--- src/rtl/evb_pkg.sv ---
package evb_pkg;
   timeunit 1ns;
   timeprecision 1ns;

   localparam int CYC_IDX = 31;
   localparam int IDX_W   = 5;
   localparam int TYPE_W  = 16;
   localparam int VAL_W   = 64;

   localparam logic [TYPE_W-1:0] EV_SOFT  = 16'h0000;
   localparam logic [TYPE_W-1:0] EV_CHAIN = 16'h001E;

   typedef enum logic [1:0] {
      SRC_SOFT,
      SRC_CHAIN,
      SRC_EXT
   } src_e;

   function automatic logic [TYPE_W-1:0] type_mask(input bit wide);
      return wide ? 16'hFFFF : 16'h03FF;
   endfunction
endpackage

--- src/rtl/evb_event_counter.sv ---
module evb_event_counter
   import evb_pkg::*;
#(
   parameter bit  WIDE_CNT = 1'b0,
   parameter bit  WIDE_EVT = 1'b1,
   localparam int CW       = WIDE_CNT ? 64 : 32
) (
   input  logic              clk,
   input  logic              rst_n,
   input  logic              active,
   input  logic              long_ovf,
   input  logic              evt_valid,
   input  logic [TYPE_W-1:0] evt_num,
   input  logic              sw_req,
   input  logic              chain_req,
   input  logic              type_we,
   input  logic [TYPE_W-1:0] type_din,
   input  logic              load_we,
   input  logic [CW-1:0]     load_din,
   output logic [TYPE_W-1:0] type_q,
   output logic [VAL_W-1:0]  value,
   output logic              ovf
);
   timeunit 1ns;
   timeprecision 1ns;

   localparam logic [TYPE_W-1:0] TMASK = type_mask(WIDE_EVT);

   logic [CW-1:0] cnt;
   logic [CW-1:0] sum;
   src_e          src;
   logic          hit_raw;
   logic          hit;

   always_comb begin
      case (type_q)
         EV_SOFT:  src = SRC_SOFT;
         EV_CHAIN: src = SRC_CHAIN;
         default:  src = SRC_EXT;
      endcase
   end

   always_comb begin
      case (src)
         SRC_SOFT:  hit_raw = sw_req;
         SRC_CHAIN: hit_raw = chain_req;
         default:   hit_raw = evt_valid && (evt_num == type_q);
      endcase
   end

   assign hit = active && hit_raw;
   assign sum = cnt + CW'(1);
   assign ovf = hit && !load_we &&
                (long_ovf ? (sum == '0) : (sum[31:0] == 32'd0));

   always_ff @(posedge clk or negedge rst_n) begin
      if (!rst_n) begin
         cnt    <= '0;
         type_q <= '0;
      end else begin
         if (type_we) type_q <= type_din & TMASK;
         if (load_we)  cnt <= load_din;
         else if (hit) cnt <= sum;
      end
   end

   assign value = VAL_W'(cnt);

   assert_idle_hold_R1 : assert property (@(posedge clk) disable iff (!rst_n)
      (!active && !load_we) |=> $stable(value));

   assert_wrap_R6 : assert property (@(posedge clk) disable iff (!rst_n)
      ovf |=> (value[31:0] == 32'd0));
endmodule

--- src/rtl/evb_cycle_counter.sv ---
module evb_cycle_counter
   import evb_pkg::*;
(
   input  logic             clk,
   input  logic             rst_n,
   input  logic             active,
   input  logic             long_ovf,
   input  logic             load_we,
   input  logic [VAL_W-1:0] load_din,
   output logic [VAL_W-1:0] value,
   output logic             ovf
);
   timeunit 1ns;
   timeprecision 1ns;

   logic [VAL_W-1:0] sum;

   assign sum = value + 64'd1;
   assign ovf = active && !load_we &&
                (long_ovf ? (sum == '0) : (sum[31:0] == 32'd0));

   always_ff @(posedge clk or negedge rst_n) begin
      if (!rst_n)       value <= '0;
      else if (load_we) value <= load_din;
      else if (active)  value <= sum;
   end

   assert_cyc_step_R7 : assert property (@(posedge clk) disable iff (!rst_n)
      (active && !load_we) |=> (value == $past(value) + 64'd1));
endmodule

--- src/rtl/evt_counter_bank.sv ---
module evt_counter_bank
   import evb_pkg::*;
#(
   parameter int NUM_EVT  = 6,
   parameter bit WIDE_EVT = 1'b1,
   parameter bit WIDE_CNT = 1'b0
) (
   input  logic               clk,
   input  logic               rst_n,
   input  logic               glb_en,
   input  logic               evt_long,
   input  logic               cyc_long,
   input  logic               evt_valid,
   input  logic [15:0]        evt_num,
   input  logic               swinc_valid,
   input  logic [NUM_EVT-1:0] swinc_mask,
   input  logic               en_wr,
   input  logic               en_set,
   input  logic [31:0]        en_mask,
   input  logic [4:0]         wr_idx,
   input  logic               typ_wr,
   input  logic [15:0]        typ_wdata,
   input  logic               cnt_wr,
   input  logic [63:0]        cnt_wdata,
   input  logic [4:0]         rd_idx,
   output logic [63:0]        rd_value,
   output logic [15:0]        rd_type,
   output logic [31:0]        cnt_en,
   output logic [31:0]        ovf_status
);
   timeunit 1ns;
   timeprecision 1ns;

   localparam int          EV_CW = WIDE_CNT ? 64 : 32;
   localparam logic [31:0] VALID = ((32'd1 << NUM_EVT) - 32'd1) | (32'd1 << CYC_IDX);

   generate
      if (NUM_EVT < 1 || NUM_EVT > CYC_IDX) begin : g_bad_count
         $error("evt_counter_bank: NUM_EVT must be within 1..31");
      end
   endgenerate

   logic [VAL_W-1:0]  val [32];
   logic [TYPE_W-1:0] typ [32];
   logic [31:0]       ovf_vec;
   logic              evt_long_eff;

   assign evt_long_eff = evt_long & WIDE_CNT;

   for (genvar i = 0; i < CYC_IDX; i++) begin : g_slot
      if (i < NUM_EVT) begin : g_impl
         logic chain_in;
         if (i % 2 == 1) begin : g_odd
            assign chain_in = ovf_vec[i-1] && !evt_long_eff;

            assert_chain_R8 : assert property (@(posedge clk) disable iff (!rst_n)
               (ovf_vec[i-1] && !evt_long_eff && glb_en && cnt_en[i] &&
                typ[i] == EV_CHAIN && !(cnt_wr && wr_idx == IDX_W'(i)))
               |=> (val[i][31:0] == $past(val[i][31:0]) + 32'd1));
         end else begin : g_even
            assign chain_in = 1'b0;
         end

         evb_event_counter #(
            .WIDE_CNT (WIDE_CNT),
            .WIDE_EVT (WIDE_EVT)
         ) i_cnt (
            .clk       (clk),
            .rst_n     (rst_n),
            .active    (glb_en && cnt_en[i]),
            .long_ovf  (evt_long_eff),
            .evt_valid (evt_valid),
            .evt_num   (evt_num),
            .sw_req    (swinc_valid && swinc_mask[i]),
            .chain_req (chain_in),
            .type_we   (typ_wr && wr_idx == IDX_W'(i)),
            .type_din  (typ_wdata),
            .load_we   (cnt_wr && wr_idx == IDX_W'(i)),
            .load_din  (cnt_wdata[EV_CW-1:0]),
            .type_q    (typ[i]),
            .value     (val[i]),
            .ovf       (ovf_vec[i])
         );
      end else begin : g_absent
         assign val[i]     = '0;
         assign typ[i]     = '0;
         assign ovf_vec[i] = 1'b0;
      end
   end

   evb_cycle_counter i_cyc (
      .clk      (clk),
      .rst_n    (rst_n),
      .active   (glb_en && cnt_en[CYC_IDX]),
      .long_ovf (cyc_long),
      .load_we  (cnt_wr && wr_idx == IDX_W'(CYC_IDX)),
      .load_din (cnt_wdata),
      .value    (val[CYC_IDX]),
      .ovf      (ovf_vec[CYC_IDX])
   );
   assign typ[CYC_IDX] = '0;

   always_ff @(posedge clk or negedge rst_n) begin
      if (!rst_n) begin
         cnt_en     <= '0;
         ovf_status <= '0;
      end else begin
         ovf_status <= ovf_status | ovf_vec;
         if (en_wr) begin
            if (en_set) cnt_en <= cnt_en | (en_mask & VALID);
            else        cnt_en <= cnt_en & ~en_mask;
         end
      end
   end

   assign rd_value = val[rd_idx];
   assign rd_type  = typ[rd_idx];

   assert_gate_R1 : assert property (@(posedge clk) disable iff (!rst_n)
      !glb_en |=> $stable(ovf_status));
endmodule

--- config.mk ---
export PLATFORM = sky130hd
export DESIGN_NAME = evt_counter_bank
export DESIGN_NICKNAME = d
export VERILOG_FILES = /design/src/rtl/evb_pkg.sv /design/src/rtl/evb_event_counter.sv /design/src/rtl/evb_cycle_counter.sv /design/src/rtl/evt_counter_bank.sv
export SDC_FILE = /design/constraint.sdc
export NUM_CORES = 1
export LEC_CHECK = 0
export ABC_CLOCK_PERIOD_IN_PS = 3200
export BUFFER_PORTS_ARGS = -buffer_cell sky130_fd_sc_hd__buf_2
export CORE_ASPECT_RATIO = 0.6
export CORE_MARGIN = 2
export CORE_UTILIZATION = 41
export CTS_BUF_LIST = sky130_fd_sc_hd__clkbuf_8
export DETAILED_ROUTE_END_ITERATION = 16
export GPL_ROUTABILITY_DRIVEN = 0
export SLEW_MARGIN = 20
export SYNTH_ARGS = -nofsm -noshare
export SYNTH_HDL_FRONTEND = slang
export SYNTH_SLANG_ARGS = --single-unit
export TNS_END_PERCENT = 20
--- constraint.sdc ---
create_clock -name clk -period 3.2 [get_ports clk]
set_input_delay 0.16 -clock clk [delete_from_list [all_inputs] [get_ports clk]]
set_output_delay 0.16 -clock clk [all_outputs]
set_load 0.005 [all_outputs]
# Yosys cells after proc, flatten, opt, wreduce, memory -nomap -nowiden
# Cells that the tools add are included.
[totals]
register_bits = 416
in_bits = 155
word_cells = 173
[op_classes]
add_sub_neg = 7
n_lt_le_gt_ge = 1
n_eq_ne = 24
n_mux = 34
n_bitwise = 5
n_reduce_logical = 87
[op_table]
columns = ["operator", "n"]
rows = [
  ["32-bit 2-to-1 mux", 13],
  ["64-bit binary-select mux with 5-bit select", 1],
  ["64-bit 2-to-1 mux", 4],
  ["32-bit zero test", 7],
  ["32-bit by 1-bit adder with 32-bit output (second input constant)", 6],
  ["16-bit equality test", 6],
  ["16-bit by 5-bit equality test with 1-bit output (second input constant)", 6],
  ["16-bit zero test", 6],
  ["16-bit binary-select mux with 5-bit select", 1],
  ["64-bit by 1-bit adder with 64-bit output (second input constant)", 1],
  ["64-bit zero test", 1],
  ["32-bit bitwise OR", 2],
  ["1-bit logical AND", 52],
  ["32-bit AND", 1],
  ["16-bit 2-to-1 mux", 2],
  ["32-bit NOT", 1],
  ["2-bit case mux with 2 select lines", 6],
  ["2-bit nonzero test", 7],
  ["2-bit by 1-bit equality test with 1-bit output (second input constant)", 6],
  ["2-bit zero test", 6],
  ["1-bit case mux with 2 select lines", 6],
  ["5-bit by 2-bit equality test with 1-bit output (second input constant)", 2],
  ["5-bit by 3-bit equality test with 1-bit output (second input constant)", 2],
  ["1-bit zero test", 7],
  ["6 further kinds", 6],
]

# Longest topological paths before layout
[logic_depth]
word_depth = 12
depth_mapped = 14
mapped_depth_nobuf = 10

# By module
# Synthesis repeated with hierarchy kept, for this count alone.
[hier_totals]
cells_unflattened = 3773
hier_area_um2 = 32308.5
[modules_own_cells]
columns = ["mod", "n_inst", "cells_per_inst", "area_per_inst_um2"]
rows = [
  ["evb_event_counter", 6, 408, 3564.7],
  ["evt_counter_bank", 1, 682, 5920.7],
  ["evb_cycle_counter", 1, 643, 4999.8],
]

# Worst setup path before layout
# OpenSTA, ideal clock, no wires.
[synth_path]
kind = "register to register"
startpoint = "reg g_slot[0].g_impl.i_cnt.cnt[4]"
endpoint = "reg g_slot[1].g_impl.i_cnt.cnt[20]"
setup_ns = 0.082
t_arrival_ns = 3.432
required_ns = 3.118
slack_ns = -0.314
stages_incl_launch_ff = 10
n_path_buf = 0
synth_period_minus_slack_ns = 3.514
cell_sequence = "dfrtp_1 nand4_4 or4_4 nor3_1 nand2_1 xnor2_1 or4_2 o41a_1 or4_1 a31oi_1"
[synth_via]
elab_chain_cells = 6
[synth_rtl]
columns = ["element", "line_no", "source"]
rows = [
  ["start, declared", "evb_event_counter.sv:29", "logic [CW-1:0] cnt;"],
  ["start signal, assigned", "evb_event_counter.sv:62", "if (load_we) cnt <= load_din;"],
  ["start signal, assigned", "evb_event_counter.sv:63", "else if (hit) cnt <= sum;"],
  ["32-bit by 1-bit adder with 32-bit output", "evb_event_counter.sv:52", "assign sum = cnt + CW'(1);"],
  ["32-bit zero test", "-", ""],
  ["1-bit logical AND", "evb_event_counter.sv:53", "assign ovf = hit && !load_we &&"],
  ["1-bit case mux with 2 select lines", "evb_event_counter.sv:44", "case (src)"],
  ["1-bit logical AND", "evb_event_counter.sv:51", "assign hit = active && hit_raw;"],
  ["2-bit nonzero test (no source line)", "-", ""],
  ["end signal, assigned", "evb_event_counter.sv:62", ""],
  ["end signal, assigned", "evb_event_counter.sv:63", ""],
  ["end, declared", "evb_event_counter.sv:29", ""],
]
# Every way passes these cells.
# A chain may end at the register's enable or synchronous reset.

# Worst setup path in the final report
[layout_path]
startpoint = "reg g_slot[4].g_impl.i_cnt.cnt[4]"
endpoint = "reg g_slot[5].g_impl.i_cnt.cnt[28]"
[layout_via]
elab_chain_cells = 6
[layout_rtl]
columns = ["element", "line_no"]
rows = [
  ["start, declared", "evb_event_counter.sv:29"],
  ["start signal, assigned", "evb_event_counter.sv:62"],
  ["start signal, assigned", "evb_event_counter.sv:63"],
  ["32-bit by 1-bit adder with 32-bit output", "evb_event_counter.sv:52"],
  ["32-bit zero test", "-"],
  ["1-bit logical AND", "evb_event_counter.sv:53"],
  ["1-bit case mux with 2 select lines", "evb_event_counter.sv:44"],
  ["1-bit logical AND", "evb_event_counter.sv:51"],
  ["2-bit nonzero test (no source line)", "-"],
  ["end signal, assigned", "evb_event_counter.sv:62"],
  ["end signal, assigned", "evb_event_counter.sv:63"],
  ["end, declared", "evb_event_counter.sv:29"],
]
# Every way passes these cells.

==> impl_metrics.ini <==
[synth]
ys_warn_count = 0
synthFlopType = dfrtp_1
ys_ff_latch = 391
synth.avg_cell_area_um2 = 8.429
yosys-top-cells-count = dfrtp_1 (391), nor2_1 (338), nand2_1 (287)
ys_types = 90
synth-edff-count = 0
synth_most_common_cell = dfrtp_1
synth_compound_area_share_pct = 14.47
muxShareOfSynthArea_pct = 10.30
yosys.area_share.simple_pct = 26.01
yosysTopAreaCellShare_pct = 33.45
syn_area_um2 = 29250
synth_cells = 3470
yosysTopAreaCell = dfrtp_1
synth-seq-area-share_pct = 33.45
synth_xor_xnor_area_share_pct = 9.283
synthAdderAreaFrac_pct = 0.5133
synth_top_family_by_area = simple AND/OR/NAND/NOR gates
synth.top_cells.by_area = dfrtp_1 (33%), xnor2_1 (5.7%), nor2_1 (4.3%)
async_flop_share_pct = 100.0

[power_and_ir_drop]
p_leak_nw = 15.52
p_int_mw = 12.06
p_per_area_nw_per_um2 = 535.4
combPwrFrac_pct = 37.2
netSwitchingPower_mw = 7.910
pwr-share-seq_pct = 37.1
switching_share_pct = 39.61
p_total_mw = 19.97
peakVddDrop_mv = 0.3239
p_clk_share_pct = 25.7

[cts]
cts_tree = built
cts_root_buf = clkbuf_8
insertion_delay_ns = 0.75
cts_inserted_buffers = 68
cts.sink_count = 391
path_clk_slew_ns = 0.06
htree_levels = 3
clockBufferDepth = 3

[run_status]
status = finished, violations left
violations = negative setup slack

[routing]
drc = 0
vias = 30633
wire_per_inst_um = 24.11
dr.pass1.iters = 6
drt_iter0_drc = 3867
routed_wl_um = 122400
vias_per_cell = 6.032
ant_nets = 0

[worst_setup_path]
critPathArrivalTime_ns = 4.00
cp_cell_sequence = buf_4 > nand4_1 > buf_4 > nor4_1 > buf_4 > xnor2_1 > nor3b_1 > nand4_1 > or3_1 > o41ai_2 > buf_4 > or4b_1 > a31oi_1
cpPeakStageDelay_ns = 0.43
critPathCaptureType = flip-flop
cp-start-kind = flip-flop
critPathMaxFanout = 7
critical_path_class = flip-flop to flip-flop
slowest_stage = or4b_1
crit_top_cell = buf_4
required_ns = 3.84

[global_route]
grt_util_met3_pct = 13.65
antenna_found_initial = 13
use_met1_pct = 49.00
grt_pass1_wl_um = 179100
grt_pass1_vias = 27496
grtUsageMet2_pct = 41.76
grt_overflow_total = 0
grt_max_degree = 73
grt_usage_pct = 32.47
grt.busiest_layer = met1

[place]
numPortBuffers = 272
dp_worst_setup_slack_ns = -0.3609
dp_hpwl_um = 91300

[sta]
setup_violations = 32
fin_crit_sh_pct = 105.0
final-max-slew-violation-count = 0
worst-slew-pin-transition_ns = 0.9130
max_freq_ghz = 0.2975
fin_worst_skew_ns = 0.03715
maxSlewHeadroom_pct = 38.99
hold_viol = 0
finalCriticalPeriod_ns = 3.361
layout_setup_ws_ns = -0.1610
rsz0062_at_grt = yes

[floorplanning]
die_width_um = 348.8
fp.dieArea_um2 = 73560
die_h_um = 210.9
floorplan.rows = 75
start_util_pct = 41.67
fp.coreArea_um2 = 70190
io_pins = 299

[layout]
nFillCells = 6503
final_nets = 4269
area_growth_pct = 27.55
multiInputGateArea_um2 = 18390
seq_area_um2 = 9796
drive_gt1_share_pct = 26.53

[worst_hold_path]
worst_hold_path_type = input pin to flip-flop

[run]
max_cap_violations = 0
## area by class of cell
type                            instances  area share, %
Inverter                               90         0.9056
Clock inverter                         33         0.6909
Clock buffer                           85          3.136
Tap cell                              924          3.099
Antenna cell                            4        0.02683
Multi-Input combinational cell       2714          49.30
Sequential cell                       391          26.26
Timing Repair Buffer                  837          16.58
## cell families after synthesis
logic type | count (synthesis)
and+or+nand+nor | 1468
AOI/OAI and AO/OA | 672
DFF | 391
buffers and inverters | 389
xor gates and xnor gates | 310
muxes | 227
adders and majority gates | 12
other | 1
## metal layers
layer  vias to the layer above  wire length, um
met1                     14672            54660
met5                         -               60
met2                      1833            46260
met4                         6             2812
li1                      13910                -
met3                       212            18630
## worst max-delay path: cells and delay by family (launching register included)
kind | cells | cell delay (ns)
buffers and inverters | 4 | 0.74
AOI/OAI and AO/OA | 2 | 0.47
DFF | 1 | 0.34
xor gates and xnor gates | 1 | 0.12
and+or+nand+nor | 6 | 1.61
## layout by cell type (no fill, tap or decap), types with 13 or more instances in the layout
| master | netlist | routed |
|---|---|---|
| dfrtp_1 | 391 | 382 |
| and3_1 | 49 | 47 |
| o211ai_1 | 14 | 14 |
| inv_1 | 90 | 106 |
| or3_1 | 74 | 69 |
| nor3_1 | 113 | 105 |
| nor2_1 | 338 | 331 |
| nor4_2 | 3 | 13 |
| or4_1 | 40 | 37 |
| o21ai_0 | 152 | 147 |
| mux4_2 | 47 | 47 |
| dlygate4sd3_1 | 4 | 129 |
| a21oi_1 | 160 | 158 |
| nand3_1 | 161 | 156 |
| buf_12 | 1 | 15 |
| xor2_1 | 120 | 117 |
| and2_1 | 54 | 54 |
| a31oi_1 | 94 | 92 |
| mux2i_1 | 70 | 69 |
| nor2b_1 | 14 | 13 |
| a21boi_0 | 30 | 30 |
| a22o_1 | 35 | 35 |
| nand4_1 | 137 | 137 |
| buf_4 | 28 | 413 |
| nand2_1 | 287 | 279 |
| buf_2 | 18 | 271 |
| and4_1 | 46 | 44 |
| xnor2_1 | 190 | 183 |
| conb_1 | 1 | 25 |
| nor4_1 | 78 | 65 |
| o31ai_1 | 21 | 20 |
| nand2b_1 | 15 | 14 |
| clkbuf_8 | 9 | 85 |
| mux2_2 | 109 | 108 |
| o22ai_1 | 60 | 59 |
## registers in the layout (all words and copies together) (netlist names), named ones only
signal / cells
g_slot.g_impl.i_cnt.cnt: 192
g_slot.g_impl.i_cnt.type_q: 96
i_cyc.value: 64
cnt_en: 25
ovf_status: 7
## worst paths after layout
kind / slack [ns] / cells past startpoint / from / end
min reg2reg: 0.46 / 1 / ovf_status[3]$_DFF_PN0_ / ovf_status[3]$_DFF_PN0_
max: -0.16 / 13 / g_slot[4].g_impl.i_cnt.cnt[4]$_DFFE_PN0P_ / g_slot[5].g_impl.i_cnt.cnt[28]$_DFFE_PN0P_
max reg2reg: -0.16 / 13 / g_slot[4].g_impl.i_cnt.cnt[4]$_DFFE_PN0P_ / g_slot[5].g_impl.i_cnt.cnt[28]$_DFFE_PN0P_
max in group asynchronous: 1.93 / 4 / rst_n / i_cyc.value[42]$_DFFE_PN0P_
min: 0.14 / 3 / en_mask[23] / cnt_en[23]$_DFFE_PN0P_
min in group asynchronous: 0.49 / 3 / rst_n / g_slot[1].g_impl.i_cnt.type_q[11]$_DFFE_PN0P_
## through the flow
step / hold slack [ns] / cell area (um^2) / std cells / setup TNS (ns) / utilization, %
detailed placement: 0.2021 / 33820 / 4804 / -10.02 / 48.19
CTS: 0.08885 / 36630 / 5055 / -1.714 / 52.18
global placement: 0.2084 / 33820 / 4804 / -4.681 / 48.19
finish: 0.1404 / 37300 / 5078 / -1.788 / 53.15
global route: 0.1307 / 37290 / 5074 / -9.914 / 53.13
floorplan: -0.1356 / 29360 / 3494 / -0.3027 / -
## power groups by stage
stage	Combinational (mW)	Clock, mW	Sequential (mW)
2_1_floorplan	4.11	0	6.94
3_3_place_gp	6.69	0	7.39
3_5_place_dp	6.73	0	7.40
4_1_cts	6.93	5.21	7.32
5_1_grt	7.93	5.43	7.54
6_report	7.44	5.13	7.40
## what timing repair did
item | in CTS | in global routing
setup endpoints to repair | 61 | 102
buffers inserted | 3 | 16
gates resized for setup | 12 | 104
cloned | 0 | 3
endpoints found under the hold margin | 775 | 0
pin swaps | 9 | 48
hold buffers | 130 | 0
No activity file was read; power rests on OpenSTA's default activity.
